==> src/rtl/mpx_rd_pkg.sv <==
// Package: shared state encoding and sizes for the multiplexed read sequencer.
// Assumes nothing; imported by all sequencer modules.
package mpx_rd_pkg;
    typedef enum logic [3:0] {
        S_IDLE, S_ALE1, S_ALE2, S_AHLD, S_TURN,
        S_RD, S_HOLD, S_GAP, S_RECOV, S_DONE
    } seq_state_t;
    localparam int FLASH_GAP = 7;
endpackage

==> src/rtl/mpx_rd_fsm.sv <==
// Sequencing core: accepts a request, steps through address phase, turnaround,
// read pulses, hold, burst gap and flash recovery, and counts words.
// Assumes configuration is latched at acceptance and held for the transfer.
module mpx_rd_fsm
    import mpx_rd_pkg::*;
#(
    parameter int BUS_W = 16,
    parameter int LEN_W = 8,
    parameter int DUR_W = 5
) (
    input  logic             clk,
    input  logic             rst_n,
    input  logic             req,
    input  logic [LEN_W-1:0] xfer_len,
    input  logic [BUS_W-1:0] start_addr,
    input  logic [DUR_W-1:0] cfg_dur,
    input  logic             cfg_hold,
    input  logic             cfg_flash,
    input  logic             cfg_burst,
    output logic             ack,
    output seq_state_t       state,
    output logic [BUS_W-1:0] cur_addr,
    output logic             strobe_end
);
    localparam int CNT_W = (DUR_W > 3) ? DUR_W : 3;

    logic [LEN_W-1:0] left;
    logic [DUR_W-1:0] dur_q;
    logic [CNT_W-1:0] cnt;
    logic [CNT_W-1:0] dur_eff;
    logic             hold_q, flash_q, burst_q;

    // Effective strobe width: a zero field still gives one cycle.
    always_comb dur_eff = (dur_q == '0) ? CNT_W'(1) : CNT_W'(dur_q);

    // Last cycle of the current read pulse.
    always_comb strobe_end = (state == S_RD) && (cnt == dur_eff - CNT_W'(1));

    // Choose where to go once a word's read (and hold) is complete.
    function automatic seq_state_t after_word(input logic last, input logic burst,
                                              input logic flash);
        if (last)       return S_DONE;
        else if (burst) return S_GAP;
        else if (flash) return S_RECOV;
        else            return S_ALE1;
    endfunction

    // Main state register, word counter, address and interval counter.
    always_ff @(posedge clk) begin
        if (!rst_n) begin
            state    <= S_IDLE;
            ack      <= 1'b0;
            left     <= '0;
            cur_addr <= '0;
            dur_q    <= '0;
            cnt      <= '0;
            hold_q   <= 1'b0;
            flash_q  <= 1'b0;
            burst_q  <= 1'b0;
        end else begin
            ack <= 1'b0;
            case (state)
                S_IDLE: if (req && (xfer_len != '0)) begin
                    state    <= S_ALE1;
                    ack      <= 1'b1;
                    left     <= xfer_len;
                    cur_addr <= start_addr;
                    dur_q    <= cfg_dur;
                    hold_q   <= cfg_hold;
                    flash_q  <= cfg_flash;
                    burst_q  <= cfg_burst;
                end
                S_ALE1: state <= S_ALE2;
                S_ALE2: state <= S_AHLD;
                S_AHLD: state <= S_TURN;
                S_TURN: begin
                    state <= S_RD;
                    cnt   <= '0;
                end
                S_RD: if (strobe_end) begin
                    left     <= left - LEN_W'(1);
                    cur_addr <= cur_addr + BUS_W'(1);
                    cnt      <= '0;
                    state    <= hold_q ? S_HOLD
                                       : after_word(left == LEN_W'(1), burst_q, flash_q);
                end else begin
                    cnt <= cnt + CNT_W'(1);
                end
                S_HOLD: begin
                    cnt   <= '0;
                    state <= after_word(left == '0, burst_q, flash_q);
                end
                S_GAP: state <= S_RD;
                S_RECOV: if (cnt == CNT_W'(FLASH_GAP - 1)) begin
                    cnt   <= '0;
                    state <= S_ALE1;
                end else begin
                    cnt <= cnt + CNT_W'(1);
                end
                S_DONE:  state <= S_IDLE;
                default: state <= S_IDLE;
            endcase
        end
    end
endmodule

==> src/rtl/mpx_rd_capture.sv <==
// Data capture: registers the shared-bus data on the last low cycle of each
// read pulse and presents it with a one-cycle valid.
// Assumes strobe_end is high for exactly one cycle per read pulse.
module mpx_rd_capture #(
    parameter int BUS_W = 16
) (
    input  logic             clk,
    input  logic             rst_n,
    input  logic             strobe_end,
    input  logic [BUS_W-1:0] ad_in,
    output logic [BUS_W-1:0] rdata,
    output logic             rvalid
);
    // Capture register and valid pulse.
    always_ff @(posedge clk) begin
        if (!rst_n) begin
            rdata  <= '0;
            rvalid <= 1'b0;
        end else begin
            rvalid <= strobe_end;
            if (strobe_end) rdata <= ad_in;
        end
    end
endmodule

==> src/rtl/mpx_rd_pins.sv <==
// Pin decode: derives strobe levels and bus drive from the sequencer state.
// Assumes the polarity input is static while a transfer runs.
module mpx_rd_pins
    import mpx_rd_pkg::*;
#(
    parameter int BUS_W = 16
) (
    input  seq_state_t       state,
    input  logic [BUS_W-1:0] cur_addr,
    input  logic             cfg_ale_low,
    output logic             ale,
    output logic             rd_n,
    output logic [BUS_W-1:0] ad_out,
    output logic             ad_oe
);
    logic ale_act;

    // Strobe and drive decode.
    always_comb begin
        ale_act = (state == S_ALE1) || (state == S_ALE2);
        ale     = ale_act ^ cfg_ale_low;
        rd_n    = (state != S_RD);
        ad_oe   = ale_act || (state == S_AHLD);
        ad_out  = ad_oe ? cur_addr : '0;
    end
endmodule

==> src/rtl/mpx_rd_seq.sv <==
// Top: multiplexed address/data read sequencer for 16-bit external memory.
// Assumes configuration inputs are stable from request until done.
module mpx_rd_seq
    import mpx_rd_pkg::*;
#(
    parameter int BUS_W = 16,
    parameter int LEN_W = 8,
    parameter int DUR_W = 5
) (
    input  logic             clk,
    input  logic             rst_n,
    input  logic             req,
    input  logic [LEN_W-1:0] xfer_len,
    input  logic [BUS_W-1:0] start_addr,
    input  logic [DUR_W-1:0] cfg_dur,
    input  logic             cfg_hold,
    input  logic             cfg_flash,
    input  logic             cfg_ale_low,
    input  logic             cfg_burst,
    output logic             ack,
    output logic             ale,
    output logic             rd_n,
    output logic [BUS_W-1:0] ad_out,
    output logic             ad_oe,
    input  logic [BUS_W-1:0] ad_in,
    output logic [BUS_W-1:0] rdata,
    output logic             rvalid,
    output logic             done
);
    seq_state_t       state;
    logic [BUS_W-1:0] cur_addr;
    logic             strobe_end;

    mpx_rd_fsm #(.BUS_W(BUS_W), .LEN_W(LEN_W), .DUR_W(DUR_W)) fsm_i (
        .clk(clk), .rst_n(rst_n), .req(req), .xfer_len(xfer_len),
        .start_addr(start_addr), .cfg_dur(cfg_dur), .cfg_hold(cfg_hold),
        .cfg_flash(cfg_flash), .cfg_burst(cfg_burst), .ack(ack),
        .state(state), .cur_addr(cur_addr), .strobe_end(strobe_end)
    );

    mpx_rd_capture #(.BUS_W(BUS_W)) cap_i (
        .clk(clk), .rst_n(rst_n), .strobe_end(strobe_end), .ad_in(ad_in),
        .rdata(rdata), .rvalid(rvalid)
    );

    mpx_rd_pins #(.BUS_W(BUS_W)) pins_i (
        .state(state), .cur_addr(cur_addr), .cfg_ale_low(cfg_ale_low),
        .ale(ale), .rd_n(rd_n), .ad_out(ad_out), .ad_oe(ad_oe)
    );

    // Completion flag: high for the single cycle spent in the done state.
    always_comb done = (state == S_DONE);
endmodule

==> config.mk <==
export PLATFORM = sky130hd
export DESIGN_NAME = mpx_rd_seq
export DESIGN_NICKNAME = d
export VERILOG_FILES = /design/src/rtl/mpx_rd_pkg.sv /design/src/rtl/mpx_rd_fsm.sv /design/src/rtl/mpx_rd_capture.sv /design/src/rtl/mpx_rd_pins.sv /design/src/rtl/mpx_rd_seq.sv
export SDC_FILE = /design/constraint.sdc
export NUM_CORES = 1
export LEC_CHECK = 0
export ABC_CLOCK_PERIOD_IN_PS = 3500
export BUFFER_PORTS_ARGS = -buffer_cell sky130_fd_sc_hd__buf_4
export CAP_MARGIN = 20
export CORE_MARGIN = 1
export CORE_UTILIZATION = 40
export DETAILED_ROUTE_END_ITERATION = 6
export PLACE_DENSITY = 0.66
export REMOVE_ABC_BUFFERS = 1
export SYNTH_ARGS = -nofsm -noshare
export SYNTH_HDL_FRONTEND = slang
export SYNTH_SLANG_ARGS = --single-unit
==> constraint.sdc <==
create_clock -name clk -period 3.5 [get_ports clk]
set_clock_uncertainty 0.1 [all_clocks]
set_input_delay 0.7 -clock clk [delete_from_list [all_inputs] [get_ports clk]]
set_output_delay 0.7 -clock clk [all_outputs]
set_load 0.03 [all_outputs]
Word-level counts from Yosys, hierarchy flattened
Cells that the tools add are included. Widths: inputs -> output; s select.

Output and inout port bits: 38. Logic and storage cells: 69. Memories kept: 0. Bits in writable memories: 0. ROM bits: 0. Bits in registers: 59. Latch bits: 0.

Multiply operators: 0. Multiplexer cells: 21. Shifts and indexed selects: 0. Divide/modulo/power cells: 0. Magnitude comparators: 0. $add $sub $neg: 4. Equal/unequal tests: 16. Reductions and logical operators: 16. Bitwise logic cells: 1.

Operator list (number): $mux 16 (3); $mux 4 (8); $pmux 16 s2 (1); $pmux 4 s8 (1); $add 16x1->16 const B (1); $eq 4x3->1 const B (4); $mux 8 (2); $pmux 8 s2 (1); $mux 5 (3); $pmux 5 s3 (1); $eq 4x2->1 const B (2); $eq 4x4->1 const B (2); $eq 8x1->1 const B (1); $logic_not 8->1 (1); $reduce_bool 8->1 (1); $sub 8x1->8 const B (1); $ne 2x1->1 const B (3); $reduce_and 3->1 (2); $add 5x1->5 const B (1); $eq 5x3->1 const B (1); $eq 5x5->1 (1); $logic_not 5->1 (1); $sub 5x1->5 const B (1); $eq 4x1->1 const B (1); 10 further kinds (14).

Logic depth before layout (Yosys ltp)
Gate-level depths: netlist of the first run.

Depth after elaboration: 7. Depth in mapped cells: 11.

Cells and area by module
A second synthesis of the first run with hierarchy kept.

Cell total of the unflattened synthesis: 418. Area total of the unflattened synthesis: 3507.1 um^2.

Modules (own cells, without submodules): mpx_rd_fsm (sequential area each 840.8 um^2, cells each 341, area an instance 2663.8 um^2, times used 1); mpx_rd_capture (sequential area each 340.3 um^2, cells each 53, area an instance 643.1 um^2, times used 1); mpx_rd_pins (sequential area each 0.0 um^2, cells each 23, area an instance 187.7 um^2, times used 1); mpx_rd_seq (sequential area each 0.0 um^2, cells each 1, area an instance 12.5 um^2, times used 1).

Least setup slack after synthesis of the first run
No wires, ideal clock.

Kind: register to register. Start point: register fsm_i.dur_q[4]. End point: register cap_i.rdata[10]. Stages on the path, launching flop included: 11. Required time: 3.272 ns. Path slack: 0.981 ns. Arrival time: 2.291 ns. Clock period less this slack: 2.519 ns. Cells stage by stage: dfxtp_1 -> nor4_2 -> nor2_1 -> ha_1 -> nor3b_1 -> xnor2_1 -> nand3_4 -> nor3_4 -> buf_6 -> mux2i_1 -> nor2_1.

Word-level cells in the longest chain between the ends: 5.

Ends and longest elaborated chain: start: declaration (RTL line mpx_rd_fsm.sv:28) `logic [DUR_W-1:0] dur_q;`; start signal: assignment (RTL line mpx_rd_fsm.sv:68) `dur_q <= cfg_dur;`; $logic_not 5->1 (RTL line mpx_rd_fsm.sv:34) `always_comb dur_eff = (dur_q == '0) ? CNT_W'(1) : CNT_W'(dur_q);`; $mux 5 * (RTL line mpx_rd_fsm.sv:34); $sub 5x1->5 * (RTL line mpx_rd_fsm.sv:37) `always_comb strobe_end = (state == S_RD) && (cnt == dur_eff - CNT_W'(1));`; $eq 5x5->1 * (RTL line mpx_rd_fsm.sv:37); $logic_and 1x1->1 * (RTL line mpx_rd_fsm.sv:37); end signal: assignment (RTL line mpx_rd_capture.sv:21) `if (strobe_end) rdata <= ad_in;`; end: declaration (RTL line mpx_rd_capture.sv:11) `output logic [BUS_W-1:0] rdata,`.

Mark *: on every way between the ends. The rest lies on a longest branch, timed or not. A chain may end at the register's enable or synchronous reset.

Worst setup path in the final report of the first run
Start point: register fsm_i.state[3]. End point: output rd_n.

Word-level cells in the longest chain between the ends: 1.

Ends and longest elaborated chain: start: declaration (RTL line mpx_rd_fsm.sv:21) `output seq_state_t state,`; start signal: assignment (RTL line mpx_rd_fsm.sv:84) `state <= hold_q ? S_HOLD`; start signal: assignment (RTL line mpx_rd_fsm.sv:91) `state <= after_word(left == '0, burst_q, flash_q);`; $ne 4x3->1 (RTL line mpx_rd_pins.sv:22) `rd_n = (state != S_RD);`; end: declaration (RTL line mpx_rd_seq.sv:22) `output logic rd_n,`.

No other way between the ends.

==> results of run 1 <==
sequential cells by signal (all words and copies together) (netlist names):
name	count
fsm_i.state	4
fsm_i.left	8
fsm_i.cur_addr	16
fsm_i.hold_q	1
fsm_i.dur_q	5
cap_i.rvalid	1
fsm_i.burst_q	1
fsm_i.ack	1
cap_i.rdata	16
fsm_i.flash_q	1
fsm_i.cnt	5
how the worst max path moves through the flow:
stage	cells after the start	slack, ns	to	start
global placement	10	0.88	fsm_i.cur_addr[12]	fsm_i.dur_q[4]
global route	9	0.54	fsm_i.state[0]	fsm_i.dur_q[4]
CTS	5	0.72	rd_n	fsm_i.state[3]
detailed placement	9	0.81	fsm_i.state[0]	fsm_i.dur_q[4]
finish	5	0.70	rd_n	fsm_i.state[3]
floorplan	3	0.57	ad_out[0]	fsm_i.state[0]
worst max-delay path, cell delays in order, from the launching register on:
cell	delay, ns
dfxtp_1	0.70
nand2b_1	0.28
nor2_4	0.07
inv_2	0.14
buf_4	0.27
buf_4	0.20
cell usage after synthesis (6+ instances only):
cell,n
dfxtp_1,59
nor2_1,52
nand2_1,35
mux2i_1,25
a21oi_1,21
o21ai_0,17
clkbuf_1,15
and2_1,13
nor3_1,12
o31ai_1,12
inv_1,11
nand3_1,11
o211ai_1,11
nor4_1,10
a31oi_1,9
o22ai_1,7
xor2_1,7
ha_1,6
stage by stage:
stage	setup WS [ns]	power, mW	instance area [um^2]	instances
3_3_place_gp	0.879	2.63	4050	579
3_5_place_dp	0.806	2.66	4050	579
4_1_cts	0.725	3.37	4280	595
5_1_grt	0.540	3.61	4280	595
2_1_floorplan	0.568	2.15	3200	381
6_report	0.701	3.36	4280	595
layer usage:
metal	share of wire [%]	track usage, %
met1	48	27.3
met2	45	34.1
met3	6.7	3.82
met4	0.56	6.79
met5	0	0
cells by family (layout without fill, tap and decap cells):
group	Yosys count	after routing	share of synthesized area, %
xor+xnor	11	11	3.55
buf+inv	38	125	4.94
fa+ha+maj	6	6	2.26
mux	25	25	7.54
compound gates	101	101	20.5
flops	59	59	35.6
simple gates	166	166	25.6
power by group through the flow:
stage               clock, mW  sequential, mW  combinational (mW)
CTS                     0.719            1.09                1.57
global placement            0            1.09                1.54
finish                  0.702            1.09                1.57
global route            0.744            1.12                1.74
detailed placement          0            1.10                1.56
floorplan                   0            1.05                1.10
cell type report:
cell class | count | area [um^2] | area share (%)
repair buffers | 96 | 721 | 16.9
multi-input cells | 309 | 1970 | 46.1
well taps | 102 | 128 | 2.98
clock buffers | 11 | 151 | 3.54
flip-flops and latches | 59 | 1180 | 27.6
clock inverters | 5 | 75.1 | 1.76
inverters | 13 | 48.8 | 1.14
==> flow_summary.yaml, run 1 <==
global_routing:
  grt_pass1_vias: 3150
  grt_pass1_wl_um: 14500
  grt-ovfl-total: 0
  grt_max_degree: 47
  grt_antenna_before_repair: 0
  grt_usage_pct: 20.7
layout:
  nFillCells: 750
  diodes: 0
  syn_to_final_growth_pct: 28.9
  layout_common_cells: "96 x buf_4, 59 x dfxtp_1, 52 x nor2_1, 35 x nand2_1, 25 x mux2i_1"
  finalNetCount: 546
  final_common_cell: "buf_4"
  final_util_pct: 54.2
  drive_gt1_share_pct: 26.0
synthesis:
  yosysSeqAreaShare_pct: 35.6
  yosysWarnings: 0
  yosysTopAreaCell: "dfxtp_1"
  synth-seq-cells: 59
  synth_area_leaders: "dfxtp_1 36%, mux2i_1 7.5%, nor2_1 5.9%, nand2_1 4.0%, a21oi_1 3.2%"
  synth_cell_types: 57
  syn_inst: 406
  avgSynthCellArea_um2: 8.17
  ys.flop_type: "dfxtp_1"
  async_flop_share_pct: 0
  synth_area_mm2: 0.00332
  synth_top_area_share_pct: 35.6
  synth_edf_count: 0
sta:
  fmax_mhz: 357
  setup-violations-final: 0
  finalHoldViolCount: 0
  rsz0062_at_grt: "no"
  worst_slew_pin_slew_ns: 0.816
  min_period_over_period_pct: 80.0
  period_needed_ns: 2.80
  finalMaxSlewViolations: 0
  holdWs_ns: 0.389
  relSlewSlack_pct: 45.5
  setup_tns_ns: 0
drt:
  postRouteAntennaNets: 0
  first_iter_violations: 165
  wl_per_cell_um: 14.7
  via_per_inst: 5.47
  drc: 0
  route.vias.total: 3254
  firstDrtPassIters: 4
  totalWireLength_um: 8730
run_status:
  status: "completed"
worst_hold_path:
  hp-class: "register to register"
  worstHoldStart: "fsm_i.flash_q"
  worstHoldPathCells: 2
  min_to: "fsm_i.flash_q"
die:
  fp.dieW_um: 93.1
  fp.dieArea_mm2: 0.00866
  ios: 90
  die_y_um: 93.1
  initial_core_util_pct: 42.1
  coreArea_mm2: 0.00789
  placementRows: 32
clock_network:
  cts.sinks: 59
  cts_buffers: 9
  clk_latency_ns: 0.33
  ctsHoldBuffers: 0
  cts_tree: "yes"
  clk_pin_slew_ns: 0.06
  cts-root-buf: "clkbuf_8"
  cts_setup_buffers: 0
  cts-resized-gates: 0
  clock_path_buffers: 2
  cts-htree-levels: 3
critical_path:
  r2r-start: "fsm_i.dur_q[4]"
  crit_path_max_fanout: 21
  r2r_cells: 9
  endpoint_kind: "output pin"
  worstPathRequired_ns: 2.70
  regToRegEndpoint: "fsm_i.left[0]"
  r2r_slack_ns: 0.81
  critPathArrivalTime_ns: 2.00
  crit_type: "register to output pin"
  startpoint_type: "register"
power_and_ir_drop:
  seqPwrFrac_pct: 32.4
  worst_ir_drop_vdd_mv: 0.378
  intPower_mw: 1.91
  power_density_mw_per_mm2: 787
  power_frac_comb_pct: 46.7
  p_clk_share_pct: 20.9
  p_sw_mw: 1.45
  netSwitchingFraction_pct: 43.1
  p_leak_nw: 1.79
place:
  hpwlAfterDp_um: 6060
  gp_congestion: 0.784
  port_buffers: 89
job:
  cap_violations: 0
No activity file was read; power rests on OpenSTA's default activity.
==> run 2: changes to the inputs <==
--- a/config.mk
+++ b/config.mk
@@ -5,13 +5,13 @@
 export SDC_FILE = /design/constraint.sdc
 export NUM_CORES = 1
 export LEC_CHECK = 0
-export ABC_CLOCK_PERIOD_IN_PS = 3500
+export ABC_CLOCK_PERIOD_IN_PS = 2300
 export BUFFER_PORTS_ARGS = -buffer_cell sky130_fd_sc_hd__buf_4
 export CAP_MARGIN = 20
 export CORE_MARGIN = 1
 export CORE_UTILIZATION = 40
 export DETAILED_ROUTE_END_ITERATION = 6
-export PLACE_DENSITY = 0.66
+export PLACE_DENSITY = 0.68
 export REMOVE_ABC_BUFFERS = 1
 export SYNTH_ARGS = -nofsm -noshare
 export SYNTH_HDL_FRONTEND = slang
==> constraint.sdc (replaced) <==
create_clock -name clk -period 2.3 [get_ports clk]
set_clock_uncertainty 0.1 [all_clocks]
set_input_delay 0.46 -clock clk [delete_from_list [all_inputs] [get_ports clk]]
set_output_delay 0.46 -clock clk [all_outputs]
set_load 0.03 [all_outputs]
==> run 2 against run 1 <==
Against the previous run: the flow now finishes with violations (setup timing); clock power rose by 20%; worst setup slack got worse by 0.93 ns; register-to-register slack lost 1.0 ns; power rose by 61%; count of clock-buffer cells in the layout stayed put; critical path type is now register to register.
==> flow_summary.yaml, run 2 (same netlist as run 1, synthesis figures left out) <==
run_status:
  status: "finished with violations"
  violations: "setup timing"
critical_path:
  cpPeakStageDelay_ns: 0.34
  crit_path_max_fanout: 23
  r2r-start: "fsm_i.dur_q[4]"
  cpLargestDelayFamily: "compound AO/OA/AOI/OAI gates"
  critPathBufInv: 1
  crit_chain: "nor4_4 -> nor2_1 -> ha_1 -> xor2_1 -> o311a_2 -> a31oi_1 -> a211o_1 -> buf_8 -> o211ai_1 -> o31ai_1"
  regToRegEndpoint: "fsm_i.left[3]"
  crit_type: "register to register"
  startpoint_type: "register"
  worstPathRequired_ns: 2.41
  critPathArrivalTime_ns: 2.65
  cp_num_cells: 10
  slowest_stage: "dfxtp_2"
  endpoint_kind: "register"
  r2r_slack_ns: -0.23
  r2r_cells: 10
sta:
  setup_tns_ns: -5.82
  setup-violations-final: 44
  finalMaxSlewViolations: 0
  rsz0062_at_grt: "yes"
  relSlewSlack_pct: 64.5
  fin_ws_ns: -0.232
  min_period_over_period_pct: 110
  period_needed_ns: 2.53
  fmax_mhz: 395
  finalHoldViolCount: 0
  worst_slew_pin_slew_ns: 0.528
drt:
  first_iter_violations: 223
  drc: 0
  firstDrtPassIters: 4
  via_per_inst: 5.46
  postRouteAntennaNets: 0
  totalWireLength_um: 9320
  wl_per_cell_um: 14.9
  route.vias.total: 3409
global_routing:
  grt_antenna_before_repair: 0
  grt_max_degree: 26
  grt_pass1_wl_um: 15000
  grt_pass1_vias: 3248
  grt_usage_pct: 21.8
  grt-ovfl-total: 0
clock_network:
  cts-root-buf: "clkbuf_8"
  ctsHoldBuffers: 0
  cts-htree-levels: 3
  clk_latency_ns: 0.34
  cts.sinks: 59
  clk_pin_slew_ns: 0.07
  cts_buffers: 9
  clock_path_buffers: 2
  cts_tree: "yes"
power_and_ir_drop:
  power_density_mw_per_mm2: 1180
  power.total_mw: 5.41
  worst_ir_drop_vdd_mv: 0.546
  p_leak_nw: 1.95
layout:
  diodes: 0
  drive_gt1_share_pct: 33.3
  final_common_cell: "buf_4"
  top_regs: "cap_i.rdata: 16 flops, fsm_i.cur_addr: 16 flops, fsm_i.left: 8 flops"
  syn_to_final_growth_pct: 38.6
  nFillCells: 705
  seqCellArea_mm2: 0.00118
  finalNetCount: 577
  layout_common_cells: "122 x buf_4, 57 x dfxtp_1, 51 x nor2_1, 34 x nand2_1, 25 x mux2i_1"
  multiInputGateArea_mm2: 0.00207
place:
  port_buffers: 89
  hpwlAfterDp_um: 6610
  gp_congestion: 0.880
die:
  fp.dieW_um: 93.1
  initial_core_util_pct: 42.1
  ios: 90
  placementRows: 32
  die_y_um: 93.1
  coreArea_mm2: 0.00789
  fp.dieArea_mm2: 0.00866
worst_hold_path:
  hp-class: "primary input to register"
  worstHoldStart: "cfg_flash"
  min_to: "fsm_i.flash_q"
  worstHoldPathCells: 3
job:
  cap_violations: 0
==> run 2: cell count changes in the layout (fill, tap and decap cells not counted), sizes merged <==
cell and change:
bufinv -2, buf +31
==> run 2: cell type report <==
class / instances / area share (%)
repair buffers: 127 / 21.6
flip-flops and latches: 59 / 25.7
clock inverters: 3 / 0.327
inverters: 13 / 1.12
multi-input cells: 309 / 45.1
well taps: 102 / 2.78
clock buffers: 11 / 3.29
==> run 2: how the worst max path moves through the flow <==
stage,from,end,slack [ns]
CTS,fsm_i.dur_q[3],fsm_i.left[3],-0.16
floorplan,fsm_i.state[2],fsm_i.cur_addr[8],-0.51
finish,fsm_i.dur_q[4],fsm_i.left[3],-0.23
global route,fsm_i.dur_q[4],fsm_i.cur_addr[12],-0.34
global placement,fsm_i.dur_q[4],fsm_i.left[0],-0.20
detailed placement,fsm_i.dur_q[4],fsm_i.cur_addr[0],-0.25
==> run 2: worst min-delay path: stages <==
cell and delay [ns]:
buf_4 0.08, mux2i_1 0.05, nor2_1 0.07
==> run 2: per-layer routing <==
metal,vias up,GRT usage [%],wire length (um)
met1,1585,25.8,4020
met5,-,0,0
met4,0,5.26,59
li1,1693,-,-
met2,123,37.6,4480
met3,8,7.72,758
==> run 2: power by group <==
part | switching [mW] | internal, mW | total (mW)
Clock | 0.412 | 0.432 | 0.844
Combinational | 1.67 | 1.30 | 2.98
Sequential | 0.293 | 1.30 | 1.59
Total | 2.38 | 3.03 | 5.41
==> run 2: what timing repair did <==
action,CTS,global route
resized for setup,17,18
pin swaps,13,10
endpoints found under the setup margin,46,49
buffers inserted,1,3
endpoints found under the hold margin,0,0
==> run 2: metrics by stage <==
step | instance area, um^2 | setup WS [ns] | instances | hold slack [ns] | utilization [%]
finish | 4600 | -0.232 | 624 | 0.250 | 58.3
global route | 4600 | -0.339 | 624 | 0.241 | 58.3
CTS | 4490 | -0.159 | 621 | 0.239 | 57.0
detailed placement | 4270 | -0.249 | 606 | 0.384 | 54.1
global placement | 4260 | -0.197 | 605 | 0.374 | 54.0
floorplan | 3200 | -0.510 | 381 | 0.355 | -
